[src/rtl/vfs_pkg.sv]
package vfs_pkg;
  typedef enum logic [1:0] {
    OP_ADD  = 2'd0,
    OP_XOR  = 2'd1,
    OP_ROTL = 2'd2,
    OP_MOVE = 2'd3
  } vfs_op_e;

  typedef enum logic [1:0] {
    SRC_T0   = 2'd0,
    SRC_T1   = 2'd1,
    SRC_T2   = 2'd2,
    SRC_ELEM = 2'd3
  } vfs_src_e;

  // packed: b in [5:4], a in [3:2], d in [1:0]
  typedef struct packed {
    vfs_src_e b;
    vfs_src_e a;
    vfs_src_e d;
  } vfs_remap_t;
endpackage

[src/rtl/vfs_index_tables.sv]
module vfs_index_tables #(
  parameter int VLEN  = 32,
  parameter int IDX_W = 8,
  parameter int ROT_N = 4
) (
  input  logic                      clk,
  input  logic                      we,
  input  logic [1:0]                sel,
  input  logic [$clog2(VLEN)-1:0]   addr,
  input  logic [IDX_W-1:0]          data,
  input  logic [$clog2(VLEN)-1:0]   rd_elem,
  output logic [2:0][IDX_W-1:0]     idx_o,
  output logic [4:0]                rot_o
);
  localparam int RW = $clog2(ROT_N);

  for (genvar t = 0; t < 3; t++) begin : g_tbl
    logic [IDX_W-1:0] ent [VLEN];
    always_ff @(posedge clk) begin
      if (we && sel == 2'(t)) ent[addr] <= data;
    end
    assign idx_o[t] = ent[rd_elem];
  end

  logic [4:0] rot_ent [ROT_N];
  always_ff @(posedge clk) begin
    if (we && sel == 2'd3) rot_ent[addr[RW-1:0]] <= data[4:0];
  end
  assign rot_o = rot_ent[rd_elem[RW-1:0]];
endmodule

[src/rtl/vfs_regfile.sv]
module vfs_regfile #(
  parameter int NWORDS = 16
) (
  input  logic                      clk,
  input  logic                      rst,
  input  logic                      we,
  input  logic [$clog2(NWORDS)-1:0] waddr,
  input  logic [31:0]               wdata,
  input  logic [$clog2(NWORDS)-1:0] ra,
  input  logic [$clog2(NWORDS)-1:0] rb,
  input  logic [$clog2(NWORDS)-1:0] rx,
  output logic [31:0]               qa,
  output logic [31:0]               qb,
  output logic [31:0]               qx
);
  localparam int WA    = $clog2(NWORDS);
  localparam int NROWS = NWORDS / 2;

  logic [63:0] mem [NROWS];

  always_ff @(posedge clk) begin
    if (we) begin
      if (waddr[0]) mem[waddr[WA-1:1]][63:32] <= wdata;
      else          mem[waddr[WA-1:1]][31:0]  <= wdata;
    end
  end

  assign qa = ra[0] ? mem[ra[WA-1:1]][63:32] : mem[ra[WA-1:1]][31:0];
  assign qb = rb[0] ? mem[rb[WA-1:1]][63:32] : mem[rb[WA-1:1]][31:0];
  assign qx = rx[0] ? mem[rx[WA-1:1]][63:32] : mem[rx[WA-1:1]][31:0];

  // partner-half capture for checking
  logic          chk_valid;
  logic [WA-1:0] chk_partner;
  logic [31:0]   chk_val;
  logic [WA-1:0] partner_now;
  assign partner_now = waddr ^ WA'(1);
  always_ff @(posedge clk) begin
    if (rst) chk_valid <= 1'b0;
    else     chk_valid <= we;
    chk_partner <= partner_now;
    chk_val     <= partner_now[0] ? mem[partner_now[WA-1:1]][63:32]
                                  : mem[partner_now[WA-1:1]][31:0];
  end

  assert_partner_kept_R9: assert property (@(posedge clk) disable iff (rst)
    chk_valid |-> ((chk_partner[0] ? mem[chk_partner[WA-1:1]][63:32]
                                   : mem[chk_partner[WA-1:1]][31:0]) == chk_val));
endmodule

[src/rtl/vfs_alu.sv]
module vfs_alu
  import vfs_pkg::*;
(
  input  vfs_op_e     op,
  input  logic [31:0] a,
  input  logic [31:0] b,
  input  logic [4:0]  amt,
  output logic [31:0] y
);
  logic [5:0] back;
  assign back = 6'd32 - {1'b0, amt};

  always_comb begin
    unique case (op)
      OP_ADD:  y = a + b;
      OP_XOR:  y = a ^ b;
      OP_ROTL: y = (a << amt) | (a >> back);
      default: y = a;
    endcase
  end
endmodule

[src/rtl/vfs_sequencer.sv]
module vfs_sequencer
  import vfs_pkg::*;
#(
  parameter int VLEN   = 32,
  parameter int NWORDS = 16,
  parameter int IDX_W  = 8,
  parameter int ROT_N  = 4
) (
  input  logic                      clk,
  input  logic                      rst,
  input  logic                      wr_en,
  input  logic [$clog2(NWORDS)-1:0] wr_word,
  input  logic [31:0]               wr_data,
  input  logic [$clog2(NWORDS)-1:0] rd_word,
  output logic [31:0]               rd_data,
  input  logic                      tbl_we,
  input  logic [1:0]                tbl_sel,
  input  logic [$clog2(VLEN)-1:0]   tbl_addr,
  input  logic [IDX_W-1:0]          tbl_data,
  input  logic                      cfg_we,
  input  logic [5:0]                cfg_data,
  input  logic                      step,
  input  logic [1:0]                step_op,
  input  logic                      step_last,
  output logic [$clog2(VLEN)-1:0]   elem_idx,
  output logic                      vec_end
);
  localparam int EW = $clog2(VLEN);
  localparam int WA = $clog2(NWORDS);
  localparam logic [EW-1:0] LAST = EW'(VLEN - 1);

  logic [EW-1:0] elem_q;
  logic          vec_end_q;
  vfs_remap_t    cfg_q;

  always_ff @(posedge clk) begin
    if (rst)         cfg_q <= '0;
    else if (cfg_we) cfg_q <= vfs_remap_t'(cfg_data);
  end

  always_ff @(posedge clk) begin
    if (rst) begin
      elem_q    <= '0;
      vec_end_q <= 1'b0;
    end else begin
      vec_end_q <= 1'b0;
      if (step && step_last) begin
        if (elem_q == LAST) begin
          elem_q    <= '0;
          vec_end_q <= 1'b1;
        end else begin
          elem_q <= elem_q + 1'b1;
        end
      end
    end
  end

  logic [2:0][IDX_W-1:0] tbl_idx;
  logic [4:0]            rot_amt;

  vfs_index_tables #(.VLEN(VLEN), .IDX_W(IDX_W), .ROT_N(ROT_N)) u_tables (
    .clk(clk), .we(tbl_we), .sel(tbl_sel), .addr(tbl_addr), .data(tbl_data),
    .rd_elem(elem_q), .idx_o(tbl_idx), .rot_o(rot_amt)
  );

  function automatic logic [WA-1:0] resolve(input vfs_src_e s,
                                            input logic [2:0][IDX_W-1:0] ix,
                                            input logic [EW-1:0] e);
    logic [WA-1:0] r;
    unique case (s)
      SRC_T0:  r = ix[0][WA-1:0];
      SRC_T1:  r = ix[1][WA-1:0];
      SRC_T2:  r = ix[2][WA-1:0];
      default: r = WA'(e);
    endcase
    return r;
  endfunction

  logic [WA-1:0] d_word, a_word, b_word;
  assign d_word = resolve(cfg_q.d, tbl_idx, elem_q);
  assign a_word = resolve(cfg_q.a, tbl_idx, elem_q);
  assign b_word = resolve(cfg_q.b, tbl_idx, elem_q);

  logic idx_hi_unused;
  assign idx_hi_unused = ^{tbl_idx[0][IDX_W-1:WA], tbl_idx[1][IDX_W-1:WA],
                           tbl_idx[2][IDX_W-1:WA]};

  logic [31:0] a_val, b_val, alu_y;
  logic        rf_we;
  logic [WA-1:0] rf_waddr;
  logic [31:0] rf_wdata;

  assign rf_we    = step | wr_en;
  assign rf_waddr = step ? d_word : wr_word;
  assign rf_wdata = step ? alu_y  : wr_data;

  vfs_regfile #(.NWORDS(NWORDS)) u_rf (
    .clk(clk), .rst(rst), .we(rf_we), .waddr(rf_waddr), .wdata(rf_wdata),
    .ra(a_word), .rb(b_word), .rx(rd_word),
    .qa(a_val), .qb(b_val), .qx(rd_data)
  );

  vfs_alu u_alu (
    .op(vfs_op_e'(step_op)), .a(a_val), .b(b_val), .amt(rot_amt), .y(alu_y)
  );

  assign elem_idx = elem_q;
  assign vec_end  = vec_end_q;

  assert_advance_R4: assert property (@(posedge clk) disable iff (rst)
    (step && step_last && elem_q != LAST) |=> elem_q == $past(elem_q) + 1'b1);

  assert_hold_R4: assert property (@(posedge clk) disable iff (rst)
    !(step && step_last) |=> $stable(elem_q));

  assert_wrap_R5: assert property (@(posedge clk) disable iff (rst)
    (step && step_last && elem_q == LAST) |=> (elem_q == '0 && vec_end_q));

  assert_vec_end_cause_R5: assert property (@(posedge clk) disable iff (rst)
    $rose(vec_end_q) |-> $past(step && step_last));

  assert_cfg_stable_R6: assert property (@(posedge clk) disable iff (rst)
    !cfg_we |=> $stable(cfg_q));
endmodule

[config.mk]
export PLATFORM = sky130hd
export DESIGN_NAME = vfs_sequencer
export DESIGN_NICKNAME = d
export VERILOG_FILES = /design/src/rtl/vfs_pkg.sv /design/src/rtl/vfs_index_tables.sv /design/src/rtl/vfs_regfile.sv /design/src/rtl/vfs_alu.sv /design/src/rtl/vfs_sequencer.sv
export SDC_FILE = /design/constraint.sdc
export NUM_CORES = 2
export LEC_CHECK = 0
export BUFFER_PORTS_ARGS = -buffer_cell sky130_fd_sc_hd__buf_2
export CORE_AREA = 3 3 317 319
export DETAILED_ROUTE_END_ITERATION = 12
export DIE_AREA = 0 0 320 322
export MAX_ROUTING_LAYER = met4
export PLACE_DENSITY = 0.72
export SYNTH_ARGS = -nofsm -noshare
export SYNTH_HDL_FRONTEND = slang
export SYNTH_SLANG_ARGS = --single-unit
[constraint.sdc]
create_clock -name clk -period 9.6 [get_ports clk]
set_input_delay 1.44 -clock clk [delete_from_list [all_inputs] [get_ports clk]]
set_output_delay 1.44 -clock clk [all_outputs]
set_load 0.01 [all_outputs]
==> results.txt <==
The post-layout net count is 3,759. For this configuration, the core starts out at a cell density of between 50% and 60%. The layer flagged by global routing as most heavily used is met2. The flow ran to the end, and the final reports show no timing, DRC or antenna violations. The cell depth of the worst flop-to-flop path is 26. The worst hold path belongs to the class flop to flop.

The net count after synthesis came out at 3,687. The overall routed net length came out at 162.3 mm. The share of final-layout standard cells stronger than drive strength 1 came out at between 20% and 30%. The post-synthesis instance area came out at 51,900 um2. For this run, design rule violations remaining after detail routing come to 0. In this run the count of I/O pins placed on the die edge is 108. The met3 usage came out at 4.405%. The count of distinct cell types in the synthesized netlist is 90. The port buffer count is 104.

The total placed cells including tap cells came out at 4,841. The static leakage power is 19.61 nW. The minimum period implied by the final worst setup slack came out at 9.149 ns. For flop-to-flop paths, the worst setup slack is 0.45 ns. The routed wire length per instance is 32.33 um.

The net switching component of the power came out at 3.589 mW. Combinational logic burns 25.9% of the power. 0 antenna diodes ended up in the layout. The quantity of gates resized following cts came out at 0.

The post-synthesis area per instance is 14.49 um2. The tightest hold path in the finished design has a slack of between 0.5 and 0.6 ns. The CTS root buffer is clkbuf_16. The internal portion of the total power is 8.156 mW. The cell area after layout came out at 57,360 um2. The worst path required time is 9.89 ns.

The buffer count from post-CTS setup fixing came out at 0. The total of flip-flops plus latches after synthesis came out at a little over 900. Setup repair after global routing left no endpoint under its margin.

The relative slew slack came out at 13.20%. The total global routing overflow is 0. In this run the worst path has a maximum fanout of 43. The count of clock tree sinks is between 900 and 1,000.

The worst hold path begins at elem_idx[4]. The share of total power in sequential cells came out at slightly above 40%. The setup TNS came out at 0 ns. The arrival time of data at the critical path endpoint came out at 9.44 ns.

The number of synthesis warnings is 0. The final number of max-transition violations is 0. The actual slew at the worst max-slew pin came out at 1.296 ns. The routability congestion estimate came out at 0.9711. The number of global-route vias before repair came out at 34,400. The clock network fraction of total power is about a third. The area enclosed by the die boundary came out at 103,000 um2.

The max-capacitance violation count came out at 0. The endpoint identified for the worst register-to-register timing path is u_rf.mem[5][61]. The post-synthesis cell count came out at approximately 3,600. The clock tree from TritonCTS is done. The critical path is of the flop to flop type. The final setup violation count came out at 0. The clock insertion delay at the later pin of the skew report is 0.68 ns. The synthesized design contains 916 enable-type register cells. The worst setup path is launched from a flop. The estimated wirelength of the detail-placed design is 107.0 mm. Once layout is complete, the cells apart from fillers number 5,022. The y dimension of the die came out at 322 um. STA classifies the critical path endpoint as a flop.

The layout overhead on the synthesized area is 10.52%. In this run the cell area measured after placement is 54,090 um2. Net switching is just over 30% of the power.

The detailed-route vias per instance is 7.016. The clock slew seen by the registers of the worst setup and hold paths is 0.06 ns. Based on the critical path, the design can be clocked at up to 0.1093 GHz. The count of vias placed by the detailed router is 35,236. The final antenna-violating net count is 0. The number of hold buffers added after CTS was 0. The peak supply drop is 0.1657 mV. The final number of hold-violating endpoints came out at 0. The number of search-and-repair iterations in the first detailed-routing pass is 6. In this run the power density over the cells is 204.8 nW/um2. The wire length of the first global-routing pass came out at 234.8 mm. After synthesis, flip-flops and latches occupy a little over half of the total area. The region available for standard cell placement spans 98,130 um2.

The worst hold path passes through 2 cells. The initial antenna violation count is 1. The iteration-0 DRC count of the detailed router is 4,479. The period utilization is between 90% and 100%. The worst-case hold path end point is elem_idx[4].

The met2 demand-to-capacity share in global routing is 51.26%. The TritonCTS buffer count is 98. The global-route track usage on met1 is 39.81%. The largest net degree at the start of global routing is 101. The clock tree skew after final layout came out at between 0.015 and 0.02 ns. No sink is reached through more buffers than the 3 on the longest clock path. The total track usage is 32.21%.

The fraction of synthesis flops using an asynchronous set or reset pin came out at 0%. The clock tree synthesis step divided the H-tree into 3 levels. The site row count came out at 115.

The die outline width is ~320 um. The most used flip-flop cell after synthesis is edfxtp_1.
==> cell usage after synthesis, types with 16 or more instances <==
master | instances | area [um2]
inv_1 | 45 | 168.9
nand3_1 | 40 | 200.2
edfxtp_1 | 916 | 27510
a22oi_1 | 63 | 473.0
nand2_1 | 229 | 859.6
mux4_2 | 379 | 8536
o211ai_1 | 25 | 187.7
mux2_2 | 111 | 1250
a31oi_1 | 26 | 162.7
nor2_1 | 250 | 938.4
o21ai_0 | 98 | 490.5
mux2i_1 | 473 | 4735
o22ai_1 | 75 | 469.2
buf_1 | 41 | 153.9
o221ai_1 | 19 | 166.4
a21o_1 | 27 | 202.7
buf_4 | 29 | 217.7
ha_1 | 34 | 425.4
nor3_1 | 29 | 145.1
dfxtp_1 | 17 | 340.3
a21oi_1 | 112 | 560.5
buf_2 | 45 | 225.2
clkbuf_1 | 137 | 514.2
a211oi_1 | 33 | 247.7
buf_6 | 16 | 180.2
and3_1 | 17 | 106.4
==> power by group through the flow <==
stage / clock network [mW] / registers (mW) / logic, mW
after floorplan: 0 / 4.87 / 1.96
after global placement: 0 / 4.90 / 2.95
after detailed placement: 0 / 4.90 / 2.97
after CTS: 3.92 / 4.82 / 2.99
after global routing: 4.08 / 4.83 / 3.20
final: 3.88 / 4.82 / 3.05
==> worst max-delay path: stages, from the launching register on <==
cell and delay (ns):
dfxtp_4 0.66, buf_12 0.34, mux2i_1 0.14, a22oi_1 0.22
a21oi_1 0.17, nor4_1 0.51, mux4_4 0.75, buf_12 0.30
nor2_2 0.11, buf_4 0.28, a32o_1 0.27, a211oi_2 0.50
inv_1 0.13, ha_1 0.38, nand3_1 0.18, o22ai_1 0.11
nor4b_1 0.43, a31oi_1 0.23, a221o_1 0.46, o31a_1 0.29
or4_1 0.43, a31o_2 0.26, nand2_1 0.09, o221ai_1 0.16
a21oi_1 0.18, o32ai_1 0.10, o31ai_2 1.00
==> routing by layer <==
layer / routed length [um] / part of all wire (%)
met1: 58160 / 36
met2: 78320 / 48
met3: 14310 / 8.8
met4: 11560 / 7.1
met5: 0 / 0
==> cells by family (layout without fill, tap and decap cells) <==
logic type | Yosys count | after routing | synth area share, %
XOR/XNOR | 14 | 14 | 0.2363
multiplexers | 968 | 968 | 28.13
buffers and inverters | 321 | 474 | 2.927
adder cells (fa/ha/maj) | 35 | 35 | 0.8583
AND/OR/NAND/NOR | 671 | 671 | 5.743
AO/OA/AOI/OAI | 640 | 640 | 8.455
flip-flops | 933 | 933 | 53.65
==> layout make-up <==
| class | instances | area, um2 |
|---|---|---|
| fill | 7520 | 40770 |
| multi-input combinational | 2328 | 22760 |
| inverter | 50 | 187.7 |
| clock inverter | 63 | 716.9 |
| tap | 1287 | 1610 |
| clock buffer | 118 | 2549 |
| timing repair buffer | 243 | 1683 |
| sequential | 933 | 27850 |
==> metrics by stage <==
stage	util [%]	power, mW	worst slack, ns
3_3_place_gp	55.12	7.845	0.7343
5_1_grt	58.45	12.11	0.03296
3_5_place_dp	55.12	7.879	0.6256
2_1_floorplan	-	6.835	1.753
4_1_cts	58.45	11.73	0.5792
6_report	58.45	11.75	0.4512
==> worst max-delay path by stage <==
stage / start / slack, ns / to / depth (start not counted)
floorplan: flop / 1.75 / u_rf.mem[0][29] / 29
global placement: flop / 0.73 / u_rf.mem[6][29] / 27
detailed placement: flop / 0.63 / u_rf.mem[7][29] / 27
CTS: flop / 0.58 / u_rf.mem[4][61] / 27
global route: flop / 0.03 / u_rf.mem[4][61] / 27
finish: flop / 0.45 / u_rf.mem[5][61] / 26
==> sequential cells by signal, indices dropped and copies added, names as in the netlist, named ones only <==
register            flops
elem_idx                5
u_tables.rot_ent       20
vec_end                 1
u_tables.g_tbl.ent    384
cfg_q                   6
u_rf.mem              512
==> cell usage in the layout, fill, tap and decap left out, types with 99 or more instances in the layout <==
| cell type | synthesis | layout |
|---|---|---|
| edfxtp_1 | 916 | 916 |
| mux2i_1 | 473 | 473 |
| mux4_2 | 379 | 376 |
| nor2_1 | 250 | 233 |
| nand2_1 | 229 | 229 |
| buf_4 | 29 | 132 |
| a21oi_1 | 112 | 112 |
| mux2_2 | 111 | 111 |
| buf_2 | 45 | 101 |
| clkbuf_16 | 0 | 99 |
Note: power is estimated with default switching activity, not from simulation.
